==> config.mk <==
export PLATFORM = sky130hd
export DESIGN_NAME = frame_irq_coalesce
export DESIGN_NICKNAME = d
export VERILOG_FILES = /design/src/rtl/fic_pkg.sv /design/src/rtl/fic_wb_track.sv /design/src/rtl/fic_coalesce.sv /design/src/rtl/fic_regs.sv /design/src/rtl/frame_irq_coalesce.sv
export SDC_FILE = /design/constraint.sdc
export NUM_CORES = 1
export LEC_CHECK = 0
export BUFFER_PORTS_ARGS = -buffer_cell sky130_fd_sc_hd__buf_2
export CAP_MARGIN = 0
export CELL_PAD_IN_SITES_DETAIL_PLACEMENT = 1
export CELL_PAD_IN_SITES_GLOBAL_PLACEMENT = 2
export CORE_AREA = 2 2 116 118
export DETAILED_ROUTE_END_ITERATION = 6
export DIE_AREA = 0 0 118 120
export PLACE_DENSITY = 0.81
export RECOVER_POWER = 50
export SLEW_MARGIN = 40
export SYNTH_ARGS = -nofsm -noshare
export SYNTH_HDL_FRONTEND = slang
export SYNTH_SLANG_ARGS = --single-unit
==> constraint.sdc <==
create_clock -name clk_i -period 4.23 [get_ports clk_i]
set_clock_uncertainty 0.15 [all_clocks]
set_input_delay 0.846 -clock clk_i [delete_from_list [all_inputs] [get_ports clk_i]]
set_output_delay 0.846 -clock clk_i [all_outputs]
set_load 0.01 [all_outputs]
==> src/rtl/fic_pkg.sv <==
package fic_pkg;
  localparam int unsigned ADDR_W = 3;
  localparam logic [ADDR_W-1:0] A_CTRL = 3'd0;
  localparam logic [ADDR_W-1:0] A_MASK = 3'd1;
  localparam logic [ADDR_W-1:0] A_CTHR = 3'd2;
  localparam logic [ADDR_W-1:0] A_TTHR = 3'd3;
  localparam logic [ADDR_W-1:0] A_EVT  = 3'd4;
  localparam int unsigned NUM_EV = 2;
  localparam int unsigned EV_BUF = 0;
  localparam int unsigned EV_FRM = 1;

  typedef struct packed {
    logic last;
    logic ireq;
  } cmpl_t;
endpackage

==> src/rtl/fic_wb_track.sv <==
module fic_wb_track
  import fic_pkg::*;
(
  input  logic clk_i,
  input  logic rst_ni,
  input  logic cmpl_valid_i,
  input  logic cmpl_last_i,
  input  logic cmpl_ireq_i,
  input  logic wb_ack_i,
  output logic buf_evt_o,
  output logic frm_evt_o
);
  cmpl_t pend_q, cur;
  logic  pend_vld_q, take;

  always_comb begin
    cur = cmpl_valid_i ? cmpl_t'({cmpl_last_i, cmpl_ireq_i}) : pend_q;
    take      = wb_ack_i & (cmpl_valid_i | pend_vld_q);
    buf_evt_o = take & ~cur.last;
    frm_evt_o = take & cur.last & cur.ireq;
  end

  always_ff @(posedge clk_i or negedge rst_ni) begin
    if (!rst_ni) begin
      pend_vld_q <= 1'b0;
      pend_q     <= '0;
    end else if (cmpl_valid_i && !wb_ack_i) begin
      pend_vld_q <= 1'b1;
      pend_q     <= {cmpl_last_i, cmpl_ireq_i};
    end else if (wb_ack_i) begin
      pend_vld_q <= 1'b0;
    end
  end

  AST_PEND_HOLD: assert property (@(posedge clk_i) disable iff (!rst_ni)
    pend_vld_q && !wb_ack_i |=> pend_vld_q && $stable(pend_q));
  AST_ACK_RELEASE: assert property (@(posedge clk_i) disable iff (!rst_ni)
    wb_ack_i && !cmpl_valid_i |=> !pend_vld_q);
endmodule

==> src/rtl/fic_coalesce.sv <==
module fic_coalesce #(
  parameter int unsigned CNT_W = 8,
  parameter int unsigned TIM_W = 16
) (
  input  logic             clk_i,
  input  logic             rst_ni,
  input  logic             en_i,
  input  logic [CNT_W-1:0] cthr_i,
  input  logic [TIM_W-1:0] tthr_i,
  input  logic             frm_i,
  output logic             fire_o
);
  logic [CNT_W-1:0] cnt_q, act_c_q;
  logic [TIM_W-1:0] tmr_q, act_t_q;
  logic [CNT_W:0]   cnt_inc;
  logic [TIM_W:0]   tmr_inc;
  logic             pending, cnt_hit, tmr_hit;

  always_comb begin
    pending = (cnt_q != '0);
    cnt_inc = {1'b0, cnt_q} + 1'b1;
    tmr_inc = {1'b0, tmr_q} + 1'b1;
    cnt_hit = frm_i && (act_c_q <= CNT_W'(1) || cnt_inc >= {1'b0, act_c_q});
    tmr_hit = pending && (act_t_q != '0) && (tmr_inc == {1'b0, act_t_q});
    fire_o  = en_i ? (cnt_hit | tmr_hit) : frm_i;
  end

  // Active thresholds track the written values only while disabled.
  always_ff @(posedge clk_i or negedge rst_ni) begin
    if (!rst_ni) begin
      cnt_q   <= '0;
      tmr_q   <= '0;
      act_c_q <= '0;
      act_t_q <= '0;
    end else if (!en_i) begin
      cnt_q   <= '0;
      tmr_q   <= '0;
      act_c_q <= cthr_i;
      act_t_q <= tthr_i;
    end else if (fire_o) begin
      cnt_q <= '0;
      tmr_q <= '0;
    end else begin
      if (frm_i) cnt_q <= cnt_inc[CNT_W-1:0];
      if (pending && act_t_q != '0) tmr_q <= tmr_inc[TIM_W-1:0];
    end
  end

  AST_TIMER_IDLE: assert property (@(posedge clk_i) disable iff (!rst_ni)
    cnt_q == '0 |-> tmr_q == '0);
  AST_CNT_BELOW_THR: assert property (@(posedge clk_i) disable iff (!rst_ni)
    en_i && act_c_q > CNT_W'(1) |-> cnt_q < act_c_q);
  AST_FIRE_CLEARS: assert property (@(posedge clk_i) disable iff (!rst_ni)
    fire_o |=> cnt_q == '0);
  AST_DIS_CLEARS: assert property (@(posedge clk_i) disable iff (!rst_ni)
    !en_i |=> cnt_q == '0 && tmr_q == '0);
  AST_ACT_HOLD: assert property (@(posedge clk_i) disable iff (!rst_ni)
    en_i && $past(en_i) |-> $stable(act_c_q) && $stable(act_t_q));
endmodule

==> src/rtl/fic_regs.sv <==
module fic_regs
  import fic_pkg::*;
#(
  parameter int unsigned DW    = 32,
  parameter int unsigned CNT_W = 8,
  parameter int unsigned TIM_W = 16
) (
  input  logic              clk_i,
  input  logic              rst_ni,
  input  logic              reg_we_i,
  input  logic [ADDR_W-1:0] reg_addr_i,
  input  logic [DW-1:0]     reg_wdata_i,
  output logic [DW-1:0]     reg_rdata_o,
  input  logic              buf_set_i,
  input  logic              frm_set_i,
  output logic              en_o,
  output logic [CNT_W-1:0]  cthr_o,
  output logic [TIM_W-1:0]  tthr_o,
  output logic              irq_o
);
  logic              en_q;
  logic [NUM_EV-1:0] mask_q, evt_q, ev_set, ev_clr;
  logic [CNT_W-1:0]  cthr_q;
  logic [TIM_W-1:0]  tthr_q;

  always_ff @(posedge clk_i or negedge rst_ni) begin
    if (!rst_ni) begin
      en_q   <= 1'b0;
      mask_q <= '0;
      cthr_q <= '0;
      tthr_q <= '0;
    end else if (reg_we_i) begin
      case (reg_addr_i)
        A_CTRL:  en_q   <= reg_wdata_i[0];
        A_MASK:  mask_q <= reg_wdata_i[NUM_EV-1:0];
        A_CTHR:  cthr_q <= reg_wdata_i[CNT_W-1:0];
        A_TTHR:  tthr_q <= reg_wdata_i[TIM_W-1:0];
        default: ;
      endcase
    end
  end

  always_comb begin
    ev_set         = '0;
    ev_set[EV_BUF] = buf_set_i;
    ev_set[EV_FRM] = frm_set_i;
    ev_clr = (reg_we_i && reg_addr_i == A_EVT) ? reg_wdata_i[NUM_EV-1:0] : '0;
  end

  for (genvar i = 0; i < NUM_EV; i++) begin : g_evt
    always_ff @(posedge clk_i or negedge rst_ni) begin
      if (!rst_ni)        evt_q[i] <= 1'b0;
      else if (ev_set[i]) evt_q[i] <= 1'b1;
      else if (ev_clr[i]) evt_q[i] <= 1'b0;
    end
  end

  always_comb begin
    reg_rdata_o = '0;
    case (reg_addr_i)
      A_CTRL:  reg_rdata_o = DW'(en_q);
      A_MASK:  reg_rdata_o = DW'(mask_q);
      A_CTHR:  reg_rdata_o = DW'(cthr_q);
      A_TTHR:  reg_rdata_o = DW'(tthr_q);
      A_EVT:   reg_rdata_o = DW'(evt_q);
      default: reg_rdata_o = '0;
    endcase
  end

  assign en_o   = en_q;
  assign cthr_o = cthr_q;
  assign tthr_o = tthr_q;
  assign irq_o  = |(evt_q & mask_q);

  AST_FRM_SOURCE: assert property (@(posedge clk_i) disable iff (!rst_ni)
    $rose(evt_q[EV_FRM]) |-> $past(frm_set_i));
  AST_BUF_SOURCE: assert property (@(posedge clk_i) disable iff (!rst_ni)
    $rose(evt_q[EV_BUF]) |-> $past(buf_set_i));
  AST_W1C_ZERO_KEEPS: assert property (@(posedge clk_i) disable iff (!rst_ni)
    reg_we_i && reg_addr_i == A_EVT && reg_wdata_i[NUM_EV-1:0] == '0
    |=> (evt_q & $past(evt_q)) == $past(evt_q));
  AST_IRQ_MASKED: assert property (@(posedge clk_i) disable iff (!rst_ni)
    mask_q == '0 |-> !irq_o);
endmodule

==> src/rtl/frame_irq_coalesce.sv <==
module frame_irq_coalesce
  import fic_pkg::*;
#(
  parameter int unsigned DW    = 32,
  parameter int unsigned CNT_W = 8,
  parameter int unsigned TIM_W = 16
) (
  input  logic              clk_i,
  input  logic              rst_ni,
  input  logic              cmpl_valid_i,
  input  logic              cmpl_last_i,
  input  logic              cmpl_ireq_i,
  input  logic              wb_ack_i,
  input  logic              reg_we_i,
  input  logic [ADDR_W-1:0] reg_addr_i,
  input  logic [DW-1:0]     reg_wdata_i,
  output logic [DW-1:0]     reg_rdata_o,
  output logic              irq_o
);
  logic             buf_evt, frm_evt, fire, en;
  logic [CNT_W-1:0] cthr;
  logic [TIM_W-1:0] tthr;

  fic_wb_track u_track (
    .clk_i, .rst_ni, .cmpl_valid_i, .cmpl_last_i, .cmpl_ireq_i, .wb_ack_i,
    .buf_evt_o(buf_evt), .frm_evt_o(frm_evt)
  );

  fic_coalesce #(.CNT_W(CNT_W), .TIM_W(TIM_W)) u_coal (
    .clk_i, .rst_ni, .en_i(en), .cthr_i(cthr), .tthr_i(tthr),
    .frm_i(frm_evt), .fire_o(fire)
  );

  fic_regs #(.DW(DW), .CNT_W(CNT_W), .TIM_W(TIM_W)) u_regs (
    .clk_i, .rst_ni, .reg_we_i, .reg_addr_i, .reg_wdata_i, .reg_rdata_o,
    .buf_set_i(buf_evt), .frm_set_i(fire), .en_o(en), .cthr_o(cthr),
    .tthr_o(tthr), .irq_o
  );

  AST_NO_FIRE_WITHOUT_ACK: assert property (@(posedge clk_i) disable iff (!rst_ni)
    !wb_ack_i && !en |-> !fire);
endmodule

# [Yosys cells after proc, flatten, opt, wreduce, memory -nomap -nowiden]
# Cells that the tools add are included.
[totals] register_bits=80 out_inout_bits=33 word_cells=66
[op_classes] add_sub_neg=2 magnitude_cmp=2 eq_ne=7 mux=16 bitwise_logic=8 reduce_logical=18
[op_table] op="$pmux 16 s5" n=1
[op_table] op="$mux 16" n=3
[op_table] op="$mux 8" n=3
[op_table] op="$add 16x1->17 const B" n=1
[op_table] op="$eq 17x16->1" n=1
[op_table] op="$reduce_bool 16->1" n=1
[op_table] op="$add 8x1->9 const B" n=1
[op_table] op="$ge 9x8->1" n=1
[op_table] op="$le 8x1->1 const B" n=1
[op_table] op="$reduce_and 2->1" n=4
[op_table] op="$reduce_bool 8->1" n=1
[op_table] op="$mux 1" n=7
[op_table] op="$eq 3x2->1 const B" n=2
[op_table] op="$ne 3x3->1 const B" n=2
[op_table] op="$reduce_bool 2->1" n=3
[op_table] op="$logic_and 1x1->1" n=5
[op_table] op="$and 1x1->1" n=4
[op_table] op="$mux 2" n=2
[op_table] op="$eq 3x1->1 const B" n=1
[op_table] op="$eq 3x3->1 const B" n=1
[op_table] op="$logic_not 3->1" n=1
[op_table] op="$and 2x2->2" n=1
[op_table] op="$or 1x1->1" n=2
[op_table] op="$reduce_or 2->1" n=1
[op_table] op="other kinds (3)" n=3

# [Logic depth before layout (Yosys ltp)]
[logic_depth] depth_word=9 ltp_mapped=12

# [By module]
# A second synthesis with hierarchy kept.
[unflattened] hier_cells=438 hier_area_um2=4774.6
[modules_own_cells] module="fic_coalesce" instances=1 cells_each=303 area_per_inst_um2=3044.2 seq_area_each_um2=1201.2
[modules_own_cells] module="fic_regs" instances=1 cells_each=121 area_per_inst_um2=1561.5 seq_area_each_um2=725.7
[modules_own_cells] module="fic_wb_track" instances=1 cells_each=14 area_per_inst_um2=168.9 seq_area_each_um2=75.1

# [Least setup slack after synthesis]
# Ideal clock, no wire load.
[synth_timing] kind="flip-flop to flip-flop" startpoint="register u_coal.cnt_q[2]" endpoint="register u_coal.tmr_q[10]" setup_ns=0.086 t_arrival_ns=2.859 t_required_ns=3.994 path_slack_ns=1.135 path_stages_with_launch=13 path_buffers=2 period_less_slack_ns=3.095 path_cell_list="dfrtp_1 clkbuf_1 nand3_1 nor2_1 and3_1 xor2_1 ha_1 a211oi_1 o211ai_1 a311oi_1 nor2_1 clkbuf_1 nor3_1"
[synth_between] elab_chain_cells=8
[synth_rtl] element="start, declared" line_no="fic_coalesce.sv:13" text="logic [CNT_W-1:0] cnt_q, act_c_q;"
[synth_rtl] element="start signal, assigned" line_no="fic_coalesce.sv:44" text="if (frm_i) cnt_q <= cnt_inc[CNT_W-1:0];"
[synth_rtl] element="$add 8x1->9" line_no="fic_coalesce.sv:21" text="cnt_inc = {1'b0, cnt_q} + 1'b1;"
[synth_rtl] element="$ge 9x8->1" line_no="fic_coalesce.sv:23" text="cnt_hit = frm_i && (act_c_q <= CNT_W'(1) || cnt_inc >= {1'b0, act_c_q});"
[synth_rtl] element="$logic_or 1x1->1" line_no="fic_coalesce.sv:23"
[synth_rtl] element="$logic_and 1x1->1" line_no="fic_coalesce.sv:23"
[synth_rtl] element="$or 1x1->1" line_no="fic_coalesce.sv:25" text="fire_o = en_i ? (cnt_hit | tmr_hit) : frm_i;"
[synth_rtl] element="$mux 1" line_no="fic_coalesce.sv:25"
[synth_rtl] element="$mux 16" line_no="fic_coalesce.sv:40" text="end else if (fire_o) begin"
[synth_rtl] element="$mux 16" line_no="fic_coalesce.sv:35" text="end else if (!en_i) begin"
[synth_rtl] element="end signal, assigned" line_no="fic_coalesce.sv:45" text="if (pending && act_t_q != '0) tmr_q <= tmr_inc[TIM_W-1:0];"
[synth_rtl] element="end, declared" line_no="fic_coalesce.sv:14" text="logic [TIM_W-1:0] tmr_q, act_t_q;"
# Parallel ways exist; a longest one is shown, timed or not.
# A chain may end at the register's enable or synchronous reset.

# [Worst setup path in the final report]
[layout_timing] startpoint="register u_coal.cnt_q[2]" endpoint="register u_coal.tmr_q[15]"
# Same word-level chain as after synthesis.

==> flow_metrics.tcl <==
set metrics [dict create \
    status "finished with violations" \
    violations "capacitance limit, slew limit" \
    path_clk_slew_ns 0.06 \
    synthCells 432 \
    worst_setup_path_end_kind "flip-flop" \
    worst_ir_drop_vdd_uv 226 \
    path_cells "nand3_1 > nor2_1 > and3_1 > xor2_1 > ha_1 > a211oi_1 > o211ai_1 > a311oi_1 > nor2_1 > buf_4 > nor3b_1" \
    finalSetupTns_ns 0 \
    root_buffer "clkbuf_16" \
    area_growth_pct 13.3 \
    core_region_area_sq_um 13000 \
    ios 75 \
    layout.nets 521 \
    synth_edf_count 0 \
    final_cell_mix "dfrtp_1 (80), mux2_2 (53), buf_2 (40)" \
    postRouteAntennaNets 0 \
    cts.htree.levels 3 \
    grt_pass1_wl_um 18400 \
    r2r-end "u_coal.tmr_q[15]" \
    hp-class "flip-flop to flip-flop" \
    wl_per_cell_um 16.8 \
    final_common_cell "dfrtp_1" \
    start_util 0.352 \
    pwr-share-clk 0.337 \
    finalSetupViolCount 0 \
    drv_cap 1 \
    ff2ff_path_depth 11 \
    seq_power_share 0.446 \
    vias_per_cell 5.16 \
    yosysSeqAreaShare 0.438 \
    worstReg2RegStart "u_coal.cnt_q[2]" \
    crit_required_ns 4.32 \
    clk_latency_ns 0.34 \
    cp_max_fo 17 \
    whs_path_depth 1 \
    yosysWarnings 0 \
    grt_max_degree 81 \
    hpwl_um 7990 \
    critical_path.top_delay_family "simple AND/OR/NAND/NOR gates" \
    period_needed_ns 3.56 \
    ctsResizeCount 0 \
    place_ws_ns 0.675 \
    numCtsBuffers 9 \
    rows 42 \
    dieArea_sq_um 14200 \
    startpoint_type "flip-flop" \
    die_height_um 120 \
    antenna_found_initial 0 \
    path_buf_inv 1 \
    hold_end "u_coal.act_c_q[0]" \
    worst_pin_slew_ns 1.96 \
    finalCritPeriodShare 0.841 \
    yosys_most_used_dff "dfrtp_1" \
    synth_top_cell_area_share 0.438 \
    holdBufCountCts 0 \
    finalWirelength_um 10900 \
    hold-worst-slack_ns 0.380 \
    initialDrtViolationCount 108 \
    num_vias 3348 \
    max_stage_delay_ns 0.57 \
    fmax_mhz 281 \
    async_flop_share 1.00 \
    cp_slowest_cell "a311oi_1" \
    track_usage 0.165 \
    synth_area_per_cell_sq_um 10.6 \
    internal-power_mw 1.67 \
    gp_congestion 0.798 \
    grt_overflow 0 \
    comb_power_share 0.217 \
    diodes 0 \
    synth_top_area_cell "dfrtp_1" \
    critical_path_arrival_ns 3.65 \
    powerDensity_nw_per_um2 466 \
    synth_area_leaders "dfrtp_1 (44%), mux2_2 (13%), xnor2_1 (4.0%)" \
    setup_ws_ns 0.673 \
    drcViolationCount 0 \
    p_leak_nw 2.31 \
    maxSlewHeadroom -0.308 \
    finalHoldViolCount 0 \
    rrSetupSlack_ns 0.67 \
    ys_types 52 \
    numPortBuffers 42 \
    clockBufferDepth 2 \
    syn_area_sq_um 4570 \
    cts_tree "built" \
    first_pass_iters 4 \
    maxSlewViolCount 81 \
    switching_share 0.309 \
    drive_gt1_frac 0.256 \
    p_sw_uw 747 \
    rsz0062_at_grt "no" \
    cts_sinks 80 \
    ys_seq_elements 80 \
    grt_pass1_vias 3511 \
    hp-start "u_coal.act_c_q[0]" \
    crit_path_frequent_cell "nor2_1" \
    fill_cells 1486 \
    critPathKind "flip-flop to flip-flop" \
    die_w_um 118 \
    cts_setup_buffers 0 \
]
routing by layer:
| metal | share of wire | GRT usage | up-vias |
|---|---|---|---|
| li1 | - | - | 1588 |
| met1 | 0.46 | 0.215 | 1695 |
| met2 | 0.51 | 0.278 | 54 |
| met5 | 0 | 0 | - |
| met3 | 0.018 | 0.0157 | 11 |
| met4 | 0.019 | 0.0730 | 0 |
flip-flops by register name, summed over array words and instances (netlist names):
name / cells
u_track.pend_vld_q: 1
u_regs.mask_q: 2
u_regs.en_o: 1
u_coal.act_c_q: 8
u_coal.cnt_q: 8
u_regs.evt_q: 2
u_coal.tmr_q: 16
u_regs.tthr_o: 16
u_track.pend_q: 2
u_coal.act_t_q: 16
u_regs.cthr_o: 8
power groups by stage:
stage	clock (mW)	combinational (mW)	sequential (mW)
6_report	0.814	0.526	1.08
5_1_grt	0.861	0.583	1.10
4_1_cts	0.831	0.534	1.08
3_5_place_dp	0	0.528	1.09
3_3_place_gp	0	0.501	1.08
2_1_floorplan	0	0.423	1.02
final cells by class:
cell class                 count  area, sq um  area share
inverter                      16         60.1      0.0116
multi-input combinational    316         2360       0.455
tap                          176          220      0.0425
clock buffer                  10          239      0.0461
timing repair buffer          45          228      0.0439
sequential                    80         2000       0.386
clock inverter                 6         73.8      0.0142
how the worst max path moves through the flow:
| stage | from | endpoint | slack, ns | cells after the start |
|---|---|---|---|---|
| 3_5_place_dp | u_coal.cnt_q[2] | u_coal.tmr_q[15] | 0.67 | 11 |
| 2_1_floorplan | u_coal.cnt_q[2] | u_coal.tmr_q[10] | 1.13 | 12 |
| 3_3_place_gp | u_coal.cnt_q[2] | u_coal.tmr_q[15] | 0.85 | 11 |
| 6_report | u_coal.cnt_q[2] | u_coal.tmr_q[15] | 0.67 | 11 |
| 5_1_grt | u_coal.cnt_q[2] | u_coal.tmr_q[15] | 0.28 | 11 |
| 4_1_cts | u_coal.cnt_q[2] | u_coal.tmr_q[15] | 0.61 | 11 |
Yosys cell counts, types with 2 or more instances:
library cell,n
buf_4,16
nor3_1,24
a211oi_1,2
nand2_1,21
nor2_1,24
xnor2_1,21
buf_2,4
inv_1,16
and2_1,4
nor4_1,9
nand2b_1,4
buf_1,4
ha_1,11
buf_6,2
a211o_1,2
nand3_1,19
xor2_1,21
o21ai_0,7
and4_1,2
nand4b_1,2
mux2i_1,8
a21oi_1,10
and3_1,10
mux2_2,53
nor2b_1,4
or3_1,3
nor3b_1,4
o32ai_1,2
a22o_1,2
dfrtp_1,80
a31oi_1,2
o211ai_1,2
clkbuf_1,8
nand4_1,11
logic make-up (layout without fill, tap and decap cells):
group	count (synthesis)	after routing	synth area share
AO/OA/AOI/OAI	39	39	0.0618
XOR/XNOR	42	42	0.0804
adder cells (fa/ha/maj)	11	11	0.0301
buffers and inverters	51	77	0.0596
flip-flops	80	80	0.438
multiplexers	62	62	0.153
other	1	16	0.000820
AND/OR/NAND/NOR	146	146	0.177
through the flow:
step                       util  area [sq um]  cells  power, mW
final                     0.399          5180    649       2.42
after global routing      0.399          5180    649       2.54
after CTS                 0.400          5190    649       2.44
after detailed placement  0.376          4880    633       1.62
after global placement    0.375          4870    633       1.58
after floorplan               -          4630    447       1.45
Power figures use the tool's default switching activity.
